$ cat config.mk
export PLATFORM = sky130hd
export DESIGN_NAME = zbt_sram
export DESIGN_NICKNAME = d
export VERILOG_FILES = /design/src/rtl/zbt_pkg.sv /design/src/rtl/zbt_cmd_stage.sv /design/src/rtl/zbt_lane_array.sv /design/src/rtl/zbt_data_stage.sv /design/src/rtl/zbt_sram.sv
export SDC_FILE = /design/constraint.sdc
export NUM_CORES = 2
export LEC_CHECK = 0
export BUFFER_PORTS_ARGS = -buffer_cell sky130_fd_sc_hd__buf_2
export CAP_MARGIN = 20
export CORE_AREA = 2 2 483 485
export DETAILED_ROUTE_END_ITERATION = 8
export DIE_AREA = 0 0 485 487
export GPL_TIMING_DRIVEN = 0
export PLACE_DENSITY_LB_ADDON = 0.2
export SKIP_CTS_REPAIR_TIMING = 1
export SYNTH_ARGS = -nofsm -noshare
export SYNTH_HDL_FRONTEND = slang
export SYNTH_HIERARCHICAL = 1
export SYNTH_SLANG_ARGS = --single-unit
$ cat constraint.sdc
create_clock -name clk -period 3.2 [get_ports clk]
set_input_delay 0.16 -clock clk [delete_from_list [all_inputs] [get_ports clk]]
set_output_delay 0.16 -clock clk [all_outputs]
set_load 0.05 [all_outputs]
$ cat src/rtl/zbt_pkg.sv
package zbt_pkg;

    // Operation carried down the access pipeline
    typedef enum logic [1:0] {
        OP_IDLE = 2'd0,
        OP_RD   = 2'd1,
        OP_WR   = 2'd2
    } op_e;

    // State of the on-chip burst sequencer
    typedef struct packed {
        logic       active;
        logic       wr;
        logic       interleave;
        logic [1:0] start;
        logic [1:0] step;
    } burst_t;

    localparam burst_t BURST_NONE = '{active: 1'b0, wr: 1'b0, interleave: 1'b0,
                                      start: 2'd0, step: 2'd0};

    // True when all three chip selects are in their active level
    function automatic logic chips_selected(input logic c1_n, input logic c2, input logic c3_n);
        return !c1_n && c2 && !c3_n;
    endfunction

    // Low address bits of a burst beat
    function automatic logic [1:0] burst_lsb(input logic [1:0] start, input logic [1:0] step,
                                             input logic interleave);
        return interleave ? (start ^ step) : (start + step);
    endfunction

endpackage

$ cat src/rtl/zbt_cmd_stage.sv
module zbt_cmd_stage
    import zbt_pkg::*;
#(
    parameter int LANES  = 4,
    parameter int ADDR_W = 6
) (
    input  logic              clk,
    input  logic              rst,
    input  logic              ce,
    input  logic              cs1_n,
    input  logic              cs2,
    input  logic              cs3_n,
    input  logic              adv_ld,
    input  logic              wr_n,
    input  logic [LANES-1:0]  lane_wr_n,
    input  logic [ADDR_W-1:0] addr,
    input  logic              burst_il,
    output op_e               a_op,
    output logic [ADDR_W-1:0] a_addr,
    output logic [LANES-1:0]  a_mask
);

    localparam int HI_W = ADDR_W - 2;

    burst_t          burst;
    logic [HI_W-1:0] base_hi;
    logic            sel;
    logic [1:0]      next_step;

    assign sel       = chips_selected(cs1_n, cs2, cs3_n);
    assign next_step = burst.step + 2'd1;

    always_ff @(posedge clk) begin
        if (rst) begin
            burst   <= BURST_NONE;
            base_hi <= '0;
            a_op    <= OP_IDLE;
            a_addr  <= '0;
            a_mask  <= '0;
        end else if (ce) begin
            if (!adv_ld) begin
                if (sel) begin
                    burst.active     <= 1'b1;
                    burst.wr         <= !wr_n;
                    burst.interleave <= burst_il;
                    burst.start      <= addr[1:0];
                    burst.step       <= 2'd0;
                    base_hi          <= addr[ADDR_W-1:2];
                    a_op             <= wr_n ? OP_RD : OP_WR;
                    a_addr           <= addr;
                    a_mask           <= ~lane_wr_n;
                end else begin
                    burst.active <= 1'b0;
                    a_op         <= OP_IDLE;
                end
            end else if (burst.active) begin
                burst.step <= next_step;
                a_op       <= burst.wr ? OP_WR : OP_RD;
                a_addr     <= {base_hi, burst_lsb(burst.start, next_step, burst.interleave)};
                a_mask     <= ~lane_wr_n;
            end else begin
                a_op <= OP_IDLE;
            end
        end
    end


    desel_idle_chk: assert property (@(posedge clk) disable iff (rst)
        (ce && !adv_ld && !chips_selected(cs1_n, cs2, cs3_n)) |=> (a_op == OP_IDLE));


    orphan_adv_chk: assert property (@(posedge clk) disable iff (rst)
        (ce && adv_ld && !burst.active) |=> (a_op == OP_IDLE));


    burst_keep_chk: assert property (@(posedge clk) disable iff (rst)
        (ce && adv_ld && burst.active) |=>
            (a_addr[ADDR_W-1:2] == $past(a_addr[ADDR_W-1:2])) && (a_op == $past(a_op)));


    linear_step_chk: assert property (@(posedge clk) disable iff (rst)
        (ce && adv_ld && burst.active && !burst.interleave) |=>
            (a_addr[1:0] == $past(a_addr[1:0]) + 2'd1));


    ilv_step_chk: assert property (@(posedge clk) disable iff (rst)
        (ce && adv_ld && burst.active && burst.interleave) |=>
            (a_addr[0] != $past(a_addr[0])));

endmodule

$ cat src/rtl/zbt_lane_array.sv
module zbt_lane_array #(
    parameter int LANES  = 4,
    parameter int LANE_W = 9,
    parameter int ADDR_W = 6
) (
    input  logic                    clk,
    input  logic                    we,
    input  logic [LANES-1:0]        wmask,
    input  logic [ADDR_W-1:0]       waddr,
    input  logic [LANES*LANE_W-1:0] wdata,
    input  logic [ADDR_W-1:0]       raddr,
    output logic [LANES*LANE_W-1:0] rdata
);

    localparam int DEPTH = 1 << ADDR_W;

    for (genvar l = 0; l < LANES; l++) begin : g_lane
        logic [LANE_W-1:0] mem [DEPTH];

        always_ff @(posedge clk) begin
            if (we && wmask[l]) begin
                mem[waddr] <= wdata[l*LANE_W +: LANE_W];
            end
        end

        assign rdata[l*LANE_W +: LANE_W] = mem[raddr];
    end

endmodule

$ cat src/rtl/zbt_data_stage.sv
module zbt_data_stage
    import zbt_pkg::*;
#(
    parameter int LANES  = 4,
    parameter int LANE_W = 9,
    parameter int ADDR_W = 6
) (
    input  logic                    clk,
    input  logic                    rst,
    input  logic                    ce,
    input  op_e                     a_op,
    input  logic [ADDR_W-1:0]       a_addr,
    input  logic [LANES-1:0]        a_mask,
    input  logic [LANES*LANE_W-1:0] rd_word,
    input  logic [LANES*LANE_W-1:0] dq_in,
    input  logic                    oe_n,
    output op_e                     b_op,
    output logic [ADDR_W-1:0]       b_addr,
    output logic [LANES-1:0]        b_mask,
    output logic                    mem_we,
    output logic [LANES*LANE_W-1:0] dq_out,
    output logic                    dq_drv
);

    localparam int DW = LANES * LANE_W;

    logic [DW-1:0] rd_q;
    logic [DW-1:0] fwd_word;
    logic          hit;

    // A write finishing at this edge to the word being read is forwarded
    assign hit = (b_op == OP_WR) && (b_addr == a_addr);

    for (genvar l = 0; l < LANES; l++) begin : g_fwd
        assign fwd_word[l*LANE_W +: LANE_W] = (hit && b_mask[l]) ? dq_in[l*LANE_W +: LANE_W]
                                                                : rd_word[l*LANE_W +: LANE_W];
    end

    always_ff @(posedge clk) begin
        if (rst) begin
            b_op   <= OP_IDLE;
            b_addr <= '0;
            b_mask <= '0;
            rd_q   <= '0;
        end else if (ce) begin
            b_op   <= a_op;
            b_addr <= a_addr;
            b_mask <= a_mask;
            rd_q   <= fwd_word;
        end
    end

    assign mem_we = ce && (b_op == OP_WR);
    assign dq_out = rd_q;
    assign dq_drv = (b_op == OP_RD) && !oe_n;


    stall_hold_chk: assert property (@(posedge clk) disable iff (rst)
        !ce |=> ($stable(rd_q) && $stable(b_op) && $stable(b_addr)));


    stage_follow_chk: assert property (@(posedge clk) disable iff (rst)
        (ce && a_op == OP_WR) |=> (b_op == OP_WR));

endmodule

$ cat src/rtl/zbt_sram.sv
module zbt_sram
    import zbt_pkg::*;
#(
    parameter int LANES  = 4,
    parameter int LANE_W = 9,
    parameter int ADDR_W = 6
) (
    input  logic                    clk,
    input  logic                    rst,
    input  logic                    clk_en_n,
    input  logic                    cs1_n,
    input  logic                    cs2,
    input  logic                    cs3_n,
    input  logic                    adv_ld,
    input  logic                    wr_n,
    input  logic [LANES-1:0]        lane_wr_n,
    input  logic [ADDR_W-1:0]       addr,
    input  logic                    burst_il,
    input  logic                    oe_n,
    input  logic [LANES*LANE_W-1:0] dq_in,
    output logic [LANES*LANE_W-1:0] dq_out,
    output logic                    dq_drv
);

    localparam int DW = LANES * LANE_W;

    logic              ce;
    op_e               a_op;
    logic [ADDR_W-1:0] a_addr;
    logic [LANES-1:0]  a_mask;
    op_e               b_op;
    logic [ADDR_W-1:0] b_addr;
    logic [LANES-1:0]  b_mask;
    logic              mem_we;
    logic [DW-1:0]     rd_word;

    assign ce = !clk_en_n;

    zbt_cmd_stage #(.LANES(LANES), .ADDR_W(ADDR_W)) u_cmd (
        .clk(clk), .rst(rst), .ce(ce),
        .cs1_n(cs1_n), .cs2(cs2), .cs3_n(cs3_n),
        .adv_ld(adv_ld), .wr_n(wr_n), .lane_wr_n(lane_wr_n),
        .addr(addr), .burst_il(burst_il),
        .a_op(a_op), .a_addr(a_addr), .a_mask(a_mask)
    );

    zbt_lane_array #(.LANES(LANES), .LANE_W(LANE_W), .ADDR_W(ADDR_W)) u_array (
        .clk(clk), .we(mem_we), .wmask(b_mask), .waddr(b_addr), .wdata(dq_in),
        .raddr(a_addr), .rdata(rd_word)
    );

    zbt_data_stage #(.LANES(LANES), .LANE_W(LANE_W), .ADDR_W(ADDR_W)) u_data (
        .clk(clk), .rst(rst), .ce(ce),
        .a_op(a_op), .a_addr(a_addr), .a_mask(a_mask),
        .rd_word(rd_word), .dq_in(dq_in), .oe_n(oe_n),
        .b_op(b_op), .b_addr(b_addr), .b_mask(b_mask), .mem_we(mem_we),
        .dq_out(dq_out), .dq_drv(dq_drv)
    );


    load_write_chk: assert property (@(posedge clk) disable iff (rst)
        (ce && !adv_ld && chips_selected(cs1_n, cs2, cs3_n) && !wr_n) |=> (a_op == OP_WR));


    wr_window_off_chk: assert property (@(posedge clk) disable iff (rst)
        (ce && a_op == OP_WR) |=> !dq_drv);

endmodule

# Word-level counts from Yosys, hierarchy flattened
# Memory sizes are Yosys's and may differ from the RTL's. A register that Yosys moved wholly into a read port is not among the register bits.
# Cells that the tools add are included.
dict set report totals {
  ff_bits 35
  latch_bits 0
  ram_bits 2304
  romBits 0
  in_bits 56
  out_inout_bits 37
  wordCells 70
  memories 4
}
dict set report op_classes {
  add_sub_neg 2
  multipliers 0
  div_mod_pow 0
  order_cmp 0
  eq_ne 3
  shifts 0
  muxes 24
  n_bitwise 4
  reduce_logical 21
}
# memory words width read_ports rd_ports_with_merged_regs write_ports line_no
set mem_list {}
lappend mem_list {{u_array.g_lane[0].mem} 64 9 1 1 1 zbt_lane_array.sv:18} ;# logic [LANE_W-1:0] mem [DEPTH];
lappend mem_list {{u_array.g_lane[1].mem} 64 9 1 1 1 zbt_lane_array.sv:18}
lappend mem_list {{u_array.g_lane[2].mem} 64 9 1 1 1 zbt_lane_array.sv:18}
lappend mem_list {{u_array.g_lane[3].mem} 64 9 1 1 1 zbt_lane_array.sv:18}
# op count
set ops {}
lappend ops {{2-bit two-way mux} 9}
lappend ops {{6-bit two-way mux} 3}
lappend ops {{4-bit two-way mux} 3}
lappend ops {{1-bit zero test} 9}
lappend ops {{1-bit two-way mux} 9}
lappend ops {{1-bit logical AND} 8}
lappend ops {{3-bit AND reduction} 2}
lappend ops {{4-bit NOT} 1}
lappend ops {{2-bit by 1-bit adder with 2-bit output, second input constant} 1}
lappend ops {{2-bit adder} 1}
lappend ops {{2-bit by 1-bit equality test with 1-bit output, second input constant} 1}
lappend ops {{2-bit equality test, second input constant} 1}
lappend ops {{2-bit by 1-bit != test with 1-bit output, second input constant} 1}
lappend ops {{1-bit NOT} 2}
lappend ops {{2-bit AND reduction} 1}
lappend ops {{2-bit nonzero test} 1}
lappend ops {{2-bit XOR} 1}

# Depth between registers and ports, before layout
dict set report depth {
  word_depth 5
  depth_mapped 12
  ltp_nobuf 7
}

# Cells and area by module
# Netlist, hierarchy kept.
# mod n_inst cells_per_inst area_each_um2 seq_area_each_um2
set modules_own_cells {}
lappend modules_own_cells {zbt_lane_array 1 4030 88312.2 69186.4}
lappend modules_own_cells {zbt_data_stage 1 265 2529.9 960.9}
lappend modules_own_cells {zbt_cmd_stage 1 120 1096.1 460.4}
lappend modules_own_cells {zbt_sram 1 1 3.8 0.0}

# Worst setup path before layout
# Ideal clock, no wire load.
dict set report synth_timing {
  kind {register to register}
  from {register u_cmd.a_addr[0]}
  to {register u_data.rd_q[15], in the netlist u_data/dq_out[15] (read register of u_array.g_lane[1].mem)}
  setup_ns 0.138
  arrival_time_ns 2.255
  t_required_ns 3.062
  slack_ns 0.806
  stages_incl_launch_ff 12
  n_path_buf 4
  synth_period_minus_slack_ns 2.394
  cell_sequence {dfxtp_1 -> buf_2 -> buf_6 -> buf_4 -> buf_2 -> mux4_2 -> a221oi_1 -> o21ai_0 -> nand2_1 -> nor2_1 -> o31ai_1 -> a311oi_1}
}
# element line_no
set synth_lines {}
lappend synth_lines {{start: declaration} zbt_cmd_stage.sv:19} ;# output logic [ADDR_W-1:0] a_addr,
lappend synth_lines {{start signal: assignment} zbt_cmd_stage.sv:50} ;# a_addr <= addr;
lappend synth_lines {{start signal: assignment} zbt_cmd_stage.sv:59} ;# a_addr <= {base_hi, burst_lsb(burst.start, next_step, burst.interleave)};
lappend synth_lines {{end: declaration} zbt_data_stage.sv:27} ;# logic [DW-1:0] rd_q;

# Worst setup path after layout
dict set report layout_timing {
  from {register u_data.b_op[0]}
  to {memory u_array.g_lane[0].mem[33][2], enable pin}
}
dict set report layout_via {
  elab_chain_len 5
}
# element line_no
set layout_rtl {}
lappend layout_rtl {{start: declaration} zbt_data_stage.sv:17} ;# output op_e b_op,
lappend layout_rtl {{start signal: assignment} zbt_data_stage.sv:46} ;# b_op <= a_op;
lappend layout_rtl {{2-bit equality test} zbt_data_stage.sv:53} ;# assign mem_we = ce && (b_op == OP_WR);
lappend layout_rtl {{1-bit logical AND} zbt_data_stage.sv:53}
lappend layout_rtl {{named net mem_we} zbt_sram.sv:34} ;# logic mem_we;
lappend layout_rtl {{1-bit logical AND} zbt_lane_array.sv:21} ;# if (we && wmask[l]) begin
lappend layout_rtl {{1-bit two-way mux} zbt_lane_array.sv:21}
lappend layout_rtl {{1-bit two-way mux (implied by the code)} zbt_lane_array.sv:22} ;# mem[waddr] <= wdata[l*LANE_W +: LANE_W];
lappend layout_rtl {{end: declaration} zbt_lane_array.sv:18}
# The timed path passes the listed nets, and every way through them passes these cells.

==> impl_results.md <==
- Mapped Nets: 4473
- Worst vdd ir: slightly below 600 uV
- Row count: roughly 180
- Grt total ovfl: 0
- CP Buf/Inv Count: 2
- Worst skew pair latency: ~900 ps
- Min Hold Slack: approximately 15 ps
- Max-cap check violation count: 0
- Remaining DRCs: 0
- Leading register cell type out of synthesis: edfxtp_1
- Largest net degree at the start of global routing: between 60 and 70
- Final setup viols: between 1500 and 2000
- Fill count: 19082
- Cell Chain, Critical Path: and2b_1 -> and2_1 -> nand2_1 -> buf_1 -> nor2_1 -> buf_6
- First-pass DRT Iterations: 6
- Pwr Density: ~580 nW/um^2
- Setup crit end kind: flip-flop
- Worst hold path cell count: 4
- Design area: about 110000 sq um
- Final clock skew: ~48 ps
- HPWL after DPL: about 230000 um
- Startpoint Class: flip-flop
- Critical Path Stages: 6
- Relative slew slack: 0.200
- Final period utilization: 1.14
- Ys Warns: 6
- R2r startpoint: u_data/b_op[0]$_SDFFE_PP0P_
- CTS clk-pin slew, worst paths: ~60 ps
- Clock tree buffer depth: 3
- I/O Pins: 93
- All-Layer GR Usage: 0.278
- Worst-Margin Slew: around 1200 ps
- Die Y-Extent: between 400 and 500 um
- Worst setup margin: -452 ps
- Nets@finish: roughly 5100
- Shortest period the worst path allows: about 3700 ps
- DR iter-0 viols: ~8300
- CP Max Fanout: 10
- Overall power: approximately 64 mW
- Largest stage delay, worst path: around 930 ps
- Worst Path Arrival: 4300 ps
- Placed cell area: roughly 98000 sq um
- Synth cell types: 64
- Fmax: between 0.2 and 0.3 GHz
- CP required: 3850 ps
- H-tree Lvls: 4
- Reg2reg path depth: 6
- Number of synthesized register bits: between 2000 and 2500
- Routed WL per cell: roughly 41 um
- Status: finished, violations left
- Routed Antenna Nets: 0
- Full die area: 236000 sq um
- Area growth syn-to-layout: 19.0%
- Share of cells above drive strength 1: 0.322
- CTS tree: built
- Critical path type: flip-flop to flip-flop
- Most frequent cells in the layout: edfxtp_1 (2304), mux4_2 (564), clkbuf_16 (242), nor2_1 (217), clkbuf_1 (129)
- Lkg Pwr: around 33 nW
- Initial antenna violation count: 19
- Pins Over Slew Limit: 0
- First-pass GRT wire length: approximately 440000 um
- Netlist Area Pre-Place: between 90000 and 100000 sq um
- Placer Congestion: just under 1
- Initial Utilization: 0.397
- Post-synth EDFFs: around 2300
- Synthesized area per cell: around 21 sq um
- Root Driver: clkbuf_16
- Placeable Area: between 200000 and 250000 sq um
- Commonest non-fill, non-tap cell in the layout: edfxtp_1
- Crit path max-delay family: simple AND/OR/NAND/NOR gates
- Crit path from: u_data/b_op[0]$_SDFFE_PP0P_
- Vias after detailed routing: 52216
- Vias in the first global route: between 40000 and 50000
- Final hold viol count: 0
- Final wirelength: roughly 330000 um
- Seq/Total Area, Yosys: 0.768
- TritonCTS Sinks: between 2000 and 2500
- CP max stage cell: buf_1
- Hold Crit Class: primary input to flip-flop
- RSZ-0062 raised after global routing: true
- IO buf count: between 90 and 100
- Post-DR vias/cell: ~6.3
- Cells after synthesis: between 4000 and 5000
- Total CTS buffers: between 200 and 250
- Pre-CTS setup slack: -2150 ps
- Hold path start: clk_en_n
- Synth async-reset ratio: 0
- Die X: between 400 and 500 um
- Violated checks: negative setup slack
## Yosys cell counts (28+ instances only)
library cell	n	area, sq um
mux4_2	564	12700
clkbuf_1	128	480
buf_2	75	375
a211oi_1	28	210
o21ai_0	33	165
edfxtp_1	2304	69200
buf_4	36	270
a311oi_1	37	324
a21oi_1	46	230
nand4_1	38	238
dfxtp_1	71	1420
nand2_1	125	469
mux2i_1	100	1000
o22ai_1	155	970
o31ai_1	36	270
nor2_1	345	1290
## tightest hold or removal path: stages
cell and delay (ps):
buf_2 80, inv_1 280, nand4_1 240, a31oi_1 90
## path summary, 6_finish.rpt
kind / to / slack [ps]
max reg2reg: u_array/g_lane[0].mem[33][2]$_DFFE_PP_ / -450
max: u_array/g_lane[0].mem[33][2]$_DFFE_PP_ / -450
min reg2reg: u_cmd/base_hi[3]$_SDFFE_PP0P_ / 480
min: u_cmd/a_op[1]$_SDFFE_PP0P_ / 20
## flip-flops by register name, indices dropped and copies added, names as in the netlist, 4 cells and up
name / count
u_data/b_mask: 4
u_cmd/burst: 7
u_cmd/a_mask: 4
u_cmd/base_hi: 4
u_array/g_lane.mem: 2304
u_data/dq_out: 36
u_cmd/a_addr: 6
u_data/b_addr: 6
## layer usage
layer	wire (um)	global-route usage
met1	126000	0.385
met2	146000	0.401
met3	47000	0.0932
met4	15000	0.117
met5	59	0
## through the flow
step                      std cells  utilization  TNS (ps)
after floorplan                4416            -         0
after global placement         7550        0.416  -2302930
after detailed placement       7678        0.424  -1277280
after CTS                      8116        0.456   -434690
after global routing           8242        0.472   -163800
final                          8250        0.473   -251010
## cell families (layout without fill, tap and decap cells)
logic type	count (synthesis)	after routing	share of synthesized area
flops	2375	2375	0.768
mux	689	689	0.152
simple gates	635	636	0.0306
compound gates	421	421	0.0319
buf+inv	287	1068	0.0164
xor+xnor	8	8	0.000912
fa+ha+maj	1	1	0.000136
other cells	0	9	0
## power breakdown
group	total [mW]	internal [mW]	switching, mW
logic	2.72	0.813	1.91
registers	34.2	34.1	0.0607
clock network	27.1	15.2	11.8
## final cells by class
type,instances,area [sq um],area share
clock buffer,315,6310,0.0577
clock inverter,123,1120,0.0103
buffer,268,2520,0.0230
sequential,2375,70600,0.646
tap,3043,3810,0.0348
timing repair buffer,355,3640,0.0333
multi-input combinational,1755,21300,0.195
inverter,7,26.3,0.000240
antenna,9,22.5,0.000206
Power figures use the tool's default switching activity.
